--- src/rtl/dmc_pkg.sv ---
package dmc_pkg;

  typedef enum logic [2:0] {
    S_IDLE,
    S_CHECK,
    S_WB,
    S_FILL,
    S_SINGLE,
    S_FSCAN,
    S_FWB
  } dmc_state_e;

  typedef enum logic [1:0] {
    SEL_REQ,
    SEL_FILL,
    SEL_WB
  } addr_sel_e;

  // Strobes from control to datapath
  typedef struct packed {
    logic      capture;
    logic      cpuWrite;
    logic      markDirty;
    logic      fillWord;
    logic      setTag;
    logic      clrAll;
    logic      rspHit;
    logic      rspMem;
    logic      useScan;
    addr_sel_e addrSel;
  } dmc_strobe_t;

endpackage

--- src/rtl/dmc_datapath.sv ---
module dmc_datapath
  import dmc_pkg::*;
#(
  parameter int ADDR_W     = 24,
  parameter int DATA_W     = 32,
  parameter int IDX_W      = 4,
  parameter int LINE_WORDS = 4
) (
  input  logic                          clk,
  input  logic                          rstN,
  input  dmc_strobe_t                   st,
  input  logic [$clog2(LINE_WORDS)-1:0] wordCnt,
  input  logic [IDX_W-1:0]              scanIdx,
  input  logic                          cpuWe,
  input  logic [ADDR_W-1:0]             cpuAddr,
  input  logic [DATA_W-1:0]             cpuWdata,
  input  logic [DATA_W-1:0]             memRdata,
  output logic                          hit,
  output logic                          lineValid,
  output logic                          lineDirty,
  output logic                          reqWe,
  output logic [DATA_W-1:0]             cpuRdata,
  output logic [ADDR_W-1:0]             memAddr,
  output logic [DATA_W-1:0]             memWdata
);
  localparam int BOFF_W = $clog2(DATA_W / 8);
  localparam int WOFF_W = $clog2(LINE_WORDS);
  localparam int LINES  = 1 << IDX_W;
  localparam int TAG_W  = ADDR_W - IDX_W - WOFF_W - BOFF_W;
  localparam int WA_W   = ADDR_W - BOFF_W;

  logic [WA_W-1:0]   reqWord;
  logic [DATA_W-1:0] reqWdata;
  logic [TAG_W-1:0]  reqTag;
  logic [IDX_W-1:0]  reqIdx;
  logic [WOFF_W-1:0] reqOff;
  logic [IDX_W-1:0]  idx;
  logic [BOFF_W-1:0] unusedByteBits;

  logic [LINES-1:0]  validQ;
  logic [LINES-1:0]  dirtyQ;
  logic [TAG_W-1:0]  tagQ  [LINES];
  logic [DATA_W-1:0] dataQ [LINES][LINE_WORDS];

  assign unusedByteBits = cpuAddr[BOFF_W-1:0];

  // Field split: tag | index | word offset | byte offset
  assign reqTag = reqWord[WA_W-1 -: TAG_W];
  assign reqIdx = reqWord[WOFF_W +: IDX_W];
  assign reqOff = reqWord[WOFF_W-1:0];
  assign idx    = st.useScan ? scanIdx : reqIdx;

  assign lineValid = validQ[idx];
  assign lineDirty = dirtyQ[idx];
  assign hit       = validQ[idx] && (tagQ[idx] == reqTag);

  always_ff @(posedge clk) begin
    if (!rstN) begin
      reqWord  <= '0;
      reqWdata <= '0;
      reqWe    <= 1'b0;
    end else if (st.capture) begin
      reqWord  <= cpuAddr[ADDR_W-1:BOFF_W];
      reqWdata <= cpuWdata;
      reqWe    <= cpuWe;
    end
  end

  always_ff @(posedge clk) begin
    if (!rstN) begin
      validQ <= '0;
      dirtyQ <= '0;
    end else if (st.clrAll) begin
      validQ <= '0;
      dirtyQ <= '0;
    end else begin
      if (st.setTag) begin
        validQ[idx] <= 1'b1;
        dirtyQ[idx] <= 1'b0;
      end
      if (st.cpuWrite && st.markDirty) dirtyQ[idx] <= 1'b1;
    end
  end

  always_ff @(posedge clk) begin
    if (st.setTag) tagQ[idx] <= reqTag;
    if (st.fillWord) dataQ[idx][wordCnt] <= memRdata;
    else if (st.cpuWrite) dataQ[idx][reqOff] <= reqWdata;
  end

  always_ff @(posedge clk) begin
    if (!rstN) cpuRdata <= '0;
    else if (st.rspHit) cpuRdata <= dataQ[idx][reqOff];
    else if (st.rspMem) cpuRdata <= memRdata;
  end

  always_comb begin
    unique case (st.addrSel)
      SEL_FILL: memAddr = {reqTag, reqIdx, wordCnt, {BOFF_W{1'b0}}};
      SEL_WB:   memAddr = {tagQ[idx], idx, wordCnt, {BOFF_W{1'b0}}};
      default:  memAddr = {reqWord, {BOFF_W{1'b0}}};
    endcase
    memWdata = (st.addrSel == SEL_WB) ? dataQ[idx][wordCnt] : reqWdata;
  end

  // a dirty line is always a valid line
  p_dirty_valid_r4: assert property (@(posedge clk) disable iff (!rstN)
    lineDirty |-> lineValid);

  // after the last fill word the held request hits
  p_fill_hits_r3: assert property (@(posedge clk) disable iff (!rstN)
    st.setTag |=> hit);

endmodule

--- src/rtl/dmc_ctrl.sv ---
module dmc_ctrl
  import dmc_pkg::*;
#(
  parameter int IDX_W      = 4,
  parameter int LINE_WORDS = 4
) (
  input  logic                          clk,
  input  logic                          rstN,
  input  logic                          cfgBypass,
  input  logic                          cfgWriteThru,
  input  logic                          cmdFlush,
  input  logic                          cmdInvalidate,
  input  logic                          cpuReq,
  input  logic                          hit,
  input  logic                          lineValid,
  input  logic                          lineDirty,
  input  logic                          reqWe,
  input  logic                          memAck,
  output dmc_strobe_t                   st,
  output logic [$clog2(LINE_WORDS)-1:0] wordCnt,
  output logic [IDX_W-1:0]              scanIdx,
  output logic                          memReq,
  output logic                          memWe,
  output logic                          cpuBusy,
  output logic                          cpuDone
);
  localparam int WOFF_W = $clog2(LINE_WORDS);

  dmc_state_e        stQ, nxt;
  logic [WOFF_W-1:0] cntNext;
  logic [IDX_W-1:0]  scanNext;
  logic              doneNext;
  logic              lastWord, lastLine;

  assign lastWord = &wordCnt;
  assign lastLine = &scanIdx;
  assign cpuBusy  = (stQ != S_IDLE);

  always_comb begin
    st       = '0;
    nxt      = stQ;
    cntNext  = wordCnt;
    scanNext = scanIdx;
    doneNext = 1'b0;
    memReq   = 1'b0;
    memWe    = 1'b0;
    unique case (stQ)
      S_IDLE: begin
        if (cmdFlush) begin
          scanNext = '0;
          nxt      = S_FSCAN;
        end else if (cmdInvalidate) begin
          st.clrAll = 1'b1;
        end else if (cpuReq) begin
          st.capture = 1'b1;
          nxt        = S_CHECK;
        end
      end
      S_CHECK: begin
        cntNext = '0;
        if (cfgBypass) begin
          nxt = S_SINGLE;
        end else if (hit) begin
          if (reqWe) begin
            st.cpuWrite  = 1'b1;
            st.markDirty = !cfgWriteThru;
            if (cfgWriteThru) nxt = S_SINGLE;
            else begin
              doneNext = 1'b1;
              nxt      = S_IDLE;
            end
          end else begin
            st.rspHit = 1'b1;
            doneNext  = 1'b1;
            nxt       = S_IDLE;
          end
        end else if (reqWe && cfgWriteThru) begin
          nxt = S_SINGLE;
        end else if (lineValid && lineDirty) begin
          nxt = S_WB;
        end else begin
          nxt = S_FILL;
        end
      end
      S_WB: begin
        memReq     = 1'b1;
        memWe      = 1'b1;
        st.addrSel = SEL_WB;
        if (memAck) begin
          cntNext = wordCnt + WOFF_W'(1);
          if (lastWord) nxt = S_FILL;
        end
      end
      S_FILL: begin
        memReq     = 1'b1;
        st.addrSel = SEL_FILL;
        if (memAck) begin
          st.fillWord = 1'b1;
          cntNext     = wordCnt + WOFF_W'(1);
          if (lastWord) begin
            st.setTag = 1'b1;
            nxt       = S_CHECK;
          end
        end
      end
      S_SINGLE: begin
        memReq     = 1'b1;
        memWe      = reqWe;
        st.addrSel = SEL_REQ;
        if (memAck) begin
          st.rspMem = !reqWe;
          doneNext  = 1'b1;
          nxt       = S_IDLE;
        end
      end
      S_FSCAN: begin
        st.useScan = 1'b1;
        cntNext    = '0;
        if (lineValid && lineDirty) begin
          nxt = S_FWB;
        end else if (lastLine) begin
          st.clrAll = 1'b1;
          nxt       = S_IDLE;
        end else begin
          scanNext = scanIdx + IDX_W'(1);
        end
      end
      S_FWB: begin
        st.useScan = 1'b1;
        memReq     = 1'b1;
        memWe      = 1'b1;
        st.addrSel = SEL_WB;
        if (memAck) begin
          cntNext = wordCnt + WOFF_W'(1);
          if (lastWord) begin
            if (lastLine) begin
              st.clrAll = 1'b1;
              nxt       = S_IDLE;
            end else begin
              scanNext = scanIdx + IDX_W'(1);
              nxt      = S_FSCAN;
            end
          end
        end
      end
      default: nxt = S_IDLE;
    endcase
  end

  always_ff @(posedge clk) begin
    if (!rstN) begin
      stQ     <= S_IDLE;
      wordCnt <= '0;
      scanIdx <= '0;
      cpuDone <= 1'b0;
    end else begin
      stQ     <= nxt;
      wordCnt <= cntNext;
      scanIdx <= scanNext;
      cpuDone <= doneNext;
    end
  end

  // completion is a single-cycle pulse
  p_done_pulse_r2: assert property (@(posedge clk) disable iff (!rstN)
    cpuDone |=> !cpuDone);

  // memory traffic only while the processor is stalled
  p_mem_when_busy_r11: assert property (@(posedge clk) disable iff (!rstN)
    memReq |-> cpuBusy);

endmodule

--- src/rtl/dmc_top.sv ---
module dmc_top
  import dmc_pkg::*;
#(
  parameter int ADDR_W     = 24,
  parameter int DATA_W     = 32,
  parameter int IDX_W      = 4,
  parameter int LINE_WORDS = 4
) (
  input  logic              clk,
  input  logic              rstN,
  input  logic              cfgBypass,
  input  logic              cfgWriteThru,
  input  logic              cmdFlush,
  input  logic              cmdInvalidate,
  input  logic              cpuReq,
  input  logic              cpuWe,
  input  logic [ADDR_W-1:0] cpuAddr,
  input  logic [DATA_W-1:0] cpuWdata,
  output logic [DATA_W-1:0] cpuRdata,
  output logic              cpuBusy,
  output logic              cpuDone,
  output logic              memReq,
  output logic              memWe,
  output logic [ADDR_W-1:0] memAddr,
  output logic [DATA_W-1:0] memWdata,
  input  logic [DATA_W-1:0] memRdata,
  input  logic              memAck
);
  localparam int WOFF_W = $clog2(LINE_WORDS);

  dmc_strobe_t       st;
  logic [WOFF_W-1:0] wordCnt;
  logic [IDX_W-1:0]  scanIdx;
  logic              hit, lineValid, lineDirty, reqWe;

  dmc_ctrl #(.IDX_W(IDX_W), .LINE_WORDS(LINE_WORDS)) u_ctrl (
    .clk(clk), .rstN(rstN), .cfgBypass(cfgBypass), .cfgWriteThru(cfgWriteThru),
    .cmdFlush(cmdFlush), .cmdInvalidate(cmdInvalidate), .cpuReq(cpuReq),
    .hit(hit), .lineValid(lineValid), .lineDirty(lineDirty), .reqWe(reqWe),
    .memAck(memAck), .st(st), .wordCnt(wordCnt), .scanIdx(scanIdx),
    .memReq(memReq), .memWe(memWe), .cpuBusy(cpuBusy), .cpuDone(cpuDone)
  );

  dmc_datapath #(.ADDR_W(ADDR_W), .DATA_W(DATA_W), .IDX_W(IDX_W),
                 .LINE_WORDS(LINE_WORDS)) u_dp (
    .clk(clk), .rstN(rstN), .st(st), .wordCnt(wordCnt), .scanIdx(scanIdx),
    .cpuWe(cpuWe), .cpuAddr(cpuAddr), .cpuWdata(cpuWdata), .memRdata(memRdata),
    .hit(hit), .lineValid(lineValid), .lineDirty(lineDirty), .reqWe(reqWe),
    .cpuRdata(cpuRdata), .memAddr(memAddr), .memWdata(memWdata)
  );

  // a pending memory transaction holds its request and address
  p_mem_hold_r3: assert property (@(posedge clk) disable iff (!rstN)
    (memReq && !memAck) |=> (memReq && $stable(memAddr)));

endmodule

--- config.mk ---
export PLATFORM = sky130hd
export DESIGN_NAME = dmc_top
export DESIGN_NICKNAME = d
export VERILOG_FILES = /design/src/rtl/dmc_pkg.sv /design/src/rtl/dmc_datapath.sv /design/src/rtl/dmc_ctrl.sv /design/src/rtl/dmc_top.sv
export SDC_FILE = /design/constraint.sdc
export NUM_CORES = 2
export LEC_CHECK = 0
export ABC_AREA = 1
export BUFFER_PORTS_ARGS = -buffer_cell sky130_fd_sc_hd__buf_4
export CAP_MARGIN = 20
export CORE_ASPECT_RATIO = 0.5
export CORE_MARGIN = 1
export CORE_UTILIZATION = 28
export DETAILED_ROUTE_END_ITERATION = 8
export GPL_TIMING_DRIVEN = 0
export SKIP_CTS_REPAIR_TIMING = 1
export SLEW_MARGIN = 40
export SYNTH_ARGS = -nofsm -noshare
export SYNTH_HDL_FRONTEND = slang
export SYNTH_SLANG_ARGS = --single-unit
--- constraint.sdc ---
create_clock -name clk -period 5.8 [get_ports clk]
set_clock_uncertainty 0.15 [all_clocks]
set_input_delay 0.29 -clock clk [delete_from_list [all_inputs] [get_ports clk]]
set_output_delay 0.29 -clock clk [all_outputs]
set_load 0.03 [all_outputs]
Word-level counts from Yosys, hierarchy flattened:

Memory sizes are Yosys's and may differ from the RTL's.
Cells that the tools add are included.

* $add $sub $neg: 2
* $lt $le $gt $ge: 6
* equal/unequal tests: 22
* multiplexer cells: 222
* bitwise operators: 135
* reductions and logical operators: 25

Operator list (number)
* 32-bit 2-to-1 mux: 9
* 128-bit 2-to-1 mux: 2
* 1-bit 2-to-1 mux: 161
* 32-bit binary-select mux with 2-bit select: 2
* 32-bit demux with 2-bit select: 2
* 1-bit OR: 128
* 16-bit 2-to-1 mux: 4
* 3-bit 2-to-1 mux: 18
* 24-bit case mux with 2 select lines: 1
* 16-bit OR: 2
* 4-bit 2-to-1 mux: 6
* 3-bit case mux with 7 select lines: 1
* 16-bit bitwise AND: 1
* 16-bit == test: 1
* 16-bit NOT: 1
* 2-bit 2-to-1 mux: 7
* 2-bit != test (second input constant): 6
* 4-bit case mux with 3 select lines: 1
* 10-bit AND reduction: 1
* 3-bit == test (second input constant): 3
* 1-bit binary-select mux with 4-bit select: 2
* 2-bit by 1-bit != test with 1-bit output (second input constant): 4
* 2-bit case mux with 2 select lines: 2
* 2-bit OR reduction: 4
* other kinds (27): 43

* bits in registers: 129
* RAM bits: 2304
* input bits: 97
* output and inout port bits: 92
* logic and storage cells: 424
* memories: 2

Memory list
* u_dp.dataQ: words 16, bits a word 128, read ports 1, clocked after Yosys merged registers in 0, write ports 1, RTL line dmc_datapath.sv:43 `logic [DATA_W-1:0] dataQ [LINES][LINE_WORDS];`
* u_dp.tagQ: words 16, bits a word 16, read ports 1, clocked after Yosys merged registers in 0, write ports 1, RTL line dmc_datapath.sv:42 `logic [TAG_W-1:0] tagQ [LINES];`

Longest topological paths before layout:

* word-level depth: 15
* mapped depth: 28
* mapped depth without buffers: 25

By module:

A second synthesis with hierarchy kept.

* cells, all modules: 9701
* area total of the unflattened synthesis: 101426.0 sq um

Modules (own cells, without submodules)
* dmc_datapath: times used 1, cells an instance 9559, area each 100528.9 sq um, sequential area each 71568.6 sq um
* dmc_ctrl: times used 1, cells an instance 142, area each 897.1 sq um, sequential area each 200.2 sq um

Least setup slack after synthesis:

OpenSTA, ideal clock, no wires.

* path type: flip-flop to flip-flop
* start point: register u_ctrl.stQ[2]
* end point: memory u_dp.dataQ[0][64] (netlist name), enable pin
* library setup time: 0.421 ns
* arrival time: 4.063 ns
* required time: 5.229 ns
* slack: 1.166 ns
* stages on the path, launching flop included: 25
* buffers on the path: 5
* clock period less this slack: 4.634 ns
* cells stage by stage: dfxtp_1 buf_2 nand3_1 nand2_1 buf_6 nand2_1 o21ai_2 buf_6 nand2_2 buf_4 nor2_1 nand3b_1 nand2_1 nand3_1 nand2_1 nand2_1 nand2_1 nor2_1 nand3_1 inv_2 nand2_4 nor2_2 nor2_1 buf_2 nor2_1

* cells in the longest elaborated chain, start to end: 14
* elaborated cells on any way between the ends: 22
* those cells by class: eq/ne (5); mux (13); bitwise (1); reduce/logical (2); memory (1)

Ends and longest elaborated chain
* start, declared: RTL line dmc_ctrl.sv:29 `dmc_state_e stQ, nxt;`
* start signal, assigned: RTL line dmc_ctrl.sv:157 `stQ <= nxt;`
* 3-bit == test: RTL line dmc_ctrl.sv:47 `unique case (stQ)`
* 2-bit OR reduction (no line)
* 1-bit 2-to-1 mux: RTL line dmc_ctrl.sv:47
* 4-bit 2-to-1 mux: RTL line dmc_datapath.sv:51 `assign idx = st.useScan ? scanIdx : reqIdx;`
* memory 16 x 16 bit / 1-bit binary-select mux with 4-bit select (equally long branches)
* 16-bit == test / 1-bit 2-to-1 mux (equally long branches): RTL line dmc_datapath.sv:55 `assign hit = validQ[idx] && (tagQ[idx] == reqTag);`
* 1-bit logical AND: RTL line dmc_datapath.sv:55
* 2-bit 2-to-1 mux: RTL line dmc_ctrl.sv:63 `end else if (hit) begin`
* 2-bit 2-to-1 mux: RTL line dmc_ctrl.sv:61 `if (cfgBypass) begin`
* 2-bit 2-to-1 mux: RTL line dmc_ctrl.sv:47
* 1-bit 2-to-1 mux: RTL line dmc_datapath.sv:88 `else if (st.cpuWrite) dataQ[idx][reqOff] <= reqWdata;`
* 1-bit 2-to-1 mux: RTL line dmc_datapath.sv:87 `if (st.fillWord) dataQ[idx][wordCnt] <= memRdata;`
* 128-bit 2-to-1 mux (not written as such): RTL line dmc_datapath.sv:88
* 1-bit OR (no line)
* end, declared: RTL line dmc_datapath.sv:43

Parallel ways exist; a longest one is shown, timed or not. The select of a mux whose other input is x is not followed.

Final worst setup path:

* start point: register u_ctrl.stQ[2]
* end point: output memWdata[12]

* cells in the longest elaborated chain, start to end: 9
* elaborated cells on any way between the ends: 15
* those cells by class: eq/ne (5); mux (7); reduce/logical (2); memory (1)

Ends and longest elaborated chain
* 3-bit == test: RTL line dmc_ctrl.sv:47
* 2-bit OR reduction (no line)
* 1-bit 2-to-1 mux: RTL line dmc_ctrl.sv:47
* 4-bit 2-to-1 mux: RTL line dmc_datapath.sv:51
* memory 16 x 128 bit
* 32-bit binary-select mux with 2-bit select: RTL line dmc_datapath.sv:103 `memWdata = (st.addrSel == SEL_WB) ? dataQ[idx][wordCnt] : reqWdata;`
* 32-bit 2-to-1 mux (not written as such) (2 in series): RTL line dmc_datapath.sv:103
* 32-bit 2-to-1 mux *: RTL line dmc_datapath.sv:103
* end, declared: RTL line dmc_top.sv:25 `output logic [DATA_W-1:0] memWdata,`

Every way passes the cells marked *; elsewhere a longest branch is shown, timed or not. The select of a mux whose other input is x is not followed.

==> metrics <==
fmax 166 MHz; Total Wirelength 389 mm; Seq/Total Area, Yosys 0.748; Starting DRT DRC Count 10,700; largest family of logic cells by synthesized area compound AO/OA/AOI/OAI gates; FF-to-FF Start u_ctrl.stQ[2]$_SDFFE_PN0P_; synth cell count leaders edfxtp_1 (2,304), nand2_1 (1,509), a22oi_1 (1,027), nor2_1 (478), clkbuf_1 (290); CTS Buffer Depth 4; Die Ht 416 um; failing checks setup timing; area leader, netlist edfxtp_1; routability cong. 1.05; via count 69,100; Post-DRT Antenna Nets 0; crit end category output port; switch share 0.330; H-tree depth 4; Syn Area/Cell 13.3 um^2; compound-gate portion of the synthesized area 0.118; Startpoint Class flop; initial antenna violation count 17; Finished Cell Area 120,000 um^2; drt pass-1 iters 9; Port Buffers 183; average wire per standard cell 30.5 um; Worst path top cell family by delay buffers and inverters; critical path arrival 5.59 ns; max_cap viols 0; Synth top area share 0.722; slowest stage cell, crit path nand4_1; TritonCTS sink count 2,433; met1 Usage GRT 0.282; synthesis-to-finish area growth 25.2%; Post-DP HPWL 280 mm; Max VDD drop 0.289 mV; CP endpoint memWdata[12]; Data required, critical path 5.36 ns; Placed Cells 12,100; Post-synth EDFFs 2,304; Std-Cell Rows 151; Fill cells 32,300; Die W 830 um; Final min period 6.03 ns; Final Worst Setup Slack -0.228 ns; vias in the first global route 63,300; pin count of the biggest net entering global routing 21; relative slew slack 0.354; Setup TNS Final -0.867 ns; Die ar. 345,000 um^2; post-synthesis register bit count 2,433; detailed-route DRC error count 0; Worst Setup SP u_ctrl.stQ[2]$_SDFFE_PN0P_; sequential power share 0.423; # setup viols final 15; Starting Density 0.282; unrepaired setup endpoints after global routing yes; vias per cell 5.41; Reg2Reg Depth 28; Final Util 0.353; period utilization 1.04; power density cells 385 nW/um^2; CTS buffer count 232; hold crit path type primary input to flop; Post-Synth Simple-Gate Area 0.0982; cell area after synthesis 95,900 um^2; gr usage total 0.215; P_int 31.0 mW; crit-path cells buf_2, nand3_2, nand2_1, buf_6, nand2_1, o21ai_2, nand2_1, inv_2, clkbuf_4, buf_6, clkbuf_4, buf_2, a22oi_1, nand2_1, nand2_1, nand4_1, nor2_1, nor2_1, o21ai_0, a31oi_1, buf_4; Comb pwr share 0.245; cell count along the critical path 21; CP peak stage delay 0.45 ns; gr busiest metal met2; Crit Path Class flop to output port; CP most frequent cell nand2_1; Placed Area 110,000 um^2; final hold violation count 0; total leakage power 41.3 nW; CP Max Fanout 10; Switch Pwr 15.3 mW; Clock power frac 0.332; CTS tree yes; Unique masters post-synth 41; Net count, final 8,138; post-synthesis xor/xnor area fraction 0.000183; reg2reg end u_dp.dataQ[5][74]$_DFFE_PP_; R2R Setup Slk 0.19 ns; most frequent cell after synthesis edfxtp_1; ys flop type edfxtp_1; Place WS -0.433 ns; core outline area 340,000 um^2; Clock Pin Slew Worst Setup and Hold Paths 0.07 ns; cell count after synthesis 7,198; Ys Warns 0; GRT overflow 0; first-pass GRT wire length 520 mm; asr flop ratio synth 0; Clk Latency, worst-skew pair 0.94 ns; CTS root buffer clkbuf_16; share of layout cells above drive strength 1 0.189; grt met3 use 0.0558; mux contribution to synthesized area 0.00376; Slew Limit Fails 0; Synth Area in Adders 0.000652; synth top area cells edfxtp_1 (72%), a22oi_1 (8.0%), nand2_1 (5.9%), dfxtp_1 (2.7%), nor2_1 (1.9%); final instance count without filler cells 12,800; CP bufs+invs 8; outcome finished, violations left; met2 Usage GRT 0.320; Boundary Pins 189; Worst Tran Pin Value 0.970 ns
## tightest hold or removal path, stage by stage
cell and delay, ns:
clkbuf_1 0.31, clkbuf_1 0.29, o21ai_0 0.12, nor2_1 0.04
## layout by cell type (no fill, tap or decap), drive strengths merged, types with 2 or more instances in the layout
cell type / Yosys / layout
mux2: 32 / 32
o21ai: 319 / 319
clkinv: 9 / 112
nand3b: 75 / 75
nand3: 40 / 40
dfxtp: 129 / 129
nand4: 101 / 101
ha: 5 / 5
dlygate4sd3: 0 / 97
nor4: 13 / 13
bufinv: 0 / 26
nand2: 1514 / 1514
edfxtp: 2304 / 2304
nor3: 33 / 33
clkinvlp: 0 / 8
diode: 0 / 16
clkbuf: 290 / 588
buf: 163 / 651
inv: 264 / 275
a22o: 10 / 10
a31oi: 33 / 33
o211ai: 21 / 21
o22ai: 8 / 8
a21oi: 285 / 285
nor2: 488 / 488
a22oi: 1027 / 1027
or2: 30 / 30
conb: 1 / 2
## power by group through the flow
stage,Sequential (mW),Combinational (mW),Clock (mW)
3_3_place_gp,19.9,9.81,0
2_1_floorplan,19.8,5.15,0
5_1_grt,19.5,11.6,16.0
6_report,19.6,11.3,15.4
3_5_place_dp,19.9,10.1,0
4_1_cts,19.5,10.2,15.3
## stage by stage
stage	hold slack (ns)	power, mW
after global placement	0.286	29.7
final	0.0179	46.2
after global routing	0.0170	47.1
after CTS	-0.562	45.0
after floorplan	0.276	25.0
after detailed placement	0.290	30.0
## flip-flops by register name, summed over array words and instances, names as in the netlist, named ones only
| signal | count |
|---|---|
| u_dp.validQ | 16 |
| u_dp.cpuRdata | 32 |
| u_ctrl.scanIdx | 4 |
| u_dp.reqWe | 1 |
| u_dp.reqWdata | 32 |
| u_dp.tagQ | 256 |
| u_dp.dirtyQ | 1 |
| u_ctrl.cpuDone | 1 |
| u_ctrl.wordCnt | 2 |
| u_dp.reqWord | 22 |
| u_ctrl.stQ | 3 |
| u_dp.dataQ | 2048 |
## worst min path at each step
stage,start,endpoint,slack [ns],cells after the start
global placement,u_dp.validQ[1]$_SDFFE_PP0P_,u_dp.validQ[1]$_SDFFE_PP0P_,0.29,2
finish,rstN,u_dp.cpuRdata[5]$_SDFFE_PN0P_,0.02,4
detailed placement,u_dp.validQ[9]$_SDFFE_PP0P_,u_dp.validQ[9]$_SDFFE_PP0P_,0.29,2
floorplan,u_dp.validQ[0]$_SDFFE_PP0P_,u_dp.validQ[0]$_SDFFE_PP0P_,0.28,2
global route,cpuWdata[14],u_dp.reqWdata[14]$_SDFFE_PN0P_,0.02,4
CTS,cpuWdata[19],u_dp.reqWdata[19]$_SDFFE_PN0P_,-0.56,3
## per-layer routing
layer | wire, um | vias to the layer above
li1 | - | 28600
met1 | 146000 | 34600
met2 | 167000 | 4870
met3 | 47600 | 1041
met4 | 29000 | 0
met5 | 0 | -
## kinds of logic after synthesis
| family | count (synthesis) |
|---|---|
| AOI/OAI and AO/OA | 1705 |
| xor gates and xnor gates | 2 |
| adders and majority gates | 5 |
| buffers and inverters | 726 |
| DFF | 2433 |
| muxes | 32 |
| other | 1 |
| and+or+nand+nor | 2294 |
## layout make-up
class | count | area, um^2 | area share
Timing Repair Buffer | 603 | 8410 | 0.0701
Inverter | 273 | 1040 | 0.00871
Buffer | 453 | 2490 | 0.0207
Multi-Input combinational cell | 4040 | 23100 | 0.193
Tap cell | 4513 | 5650 | 0.0471
Clock buffer | 280 | 6030 | 0.0502
Sequential cell | 2433 | 71800 | 0.598
Antenna cell | 16 | 40.0 | 0.000334
Clock inverter | 148 | 1440 | 0.0120
Power figures use the tool's default switching activity.
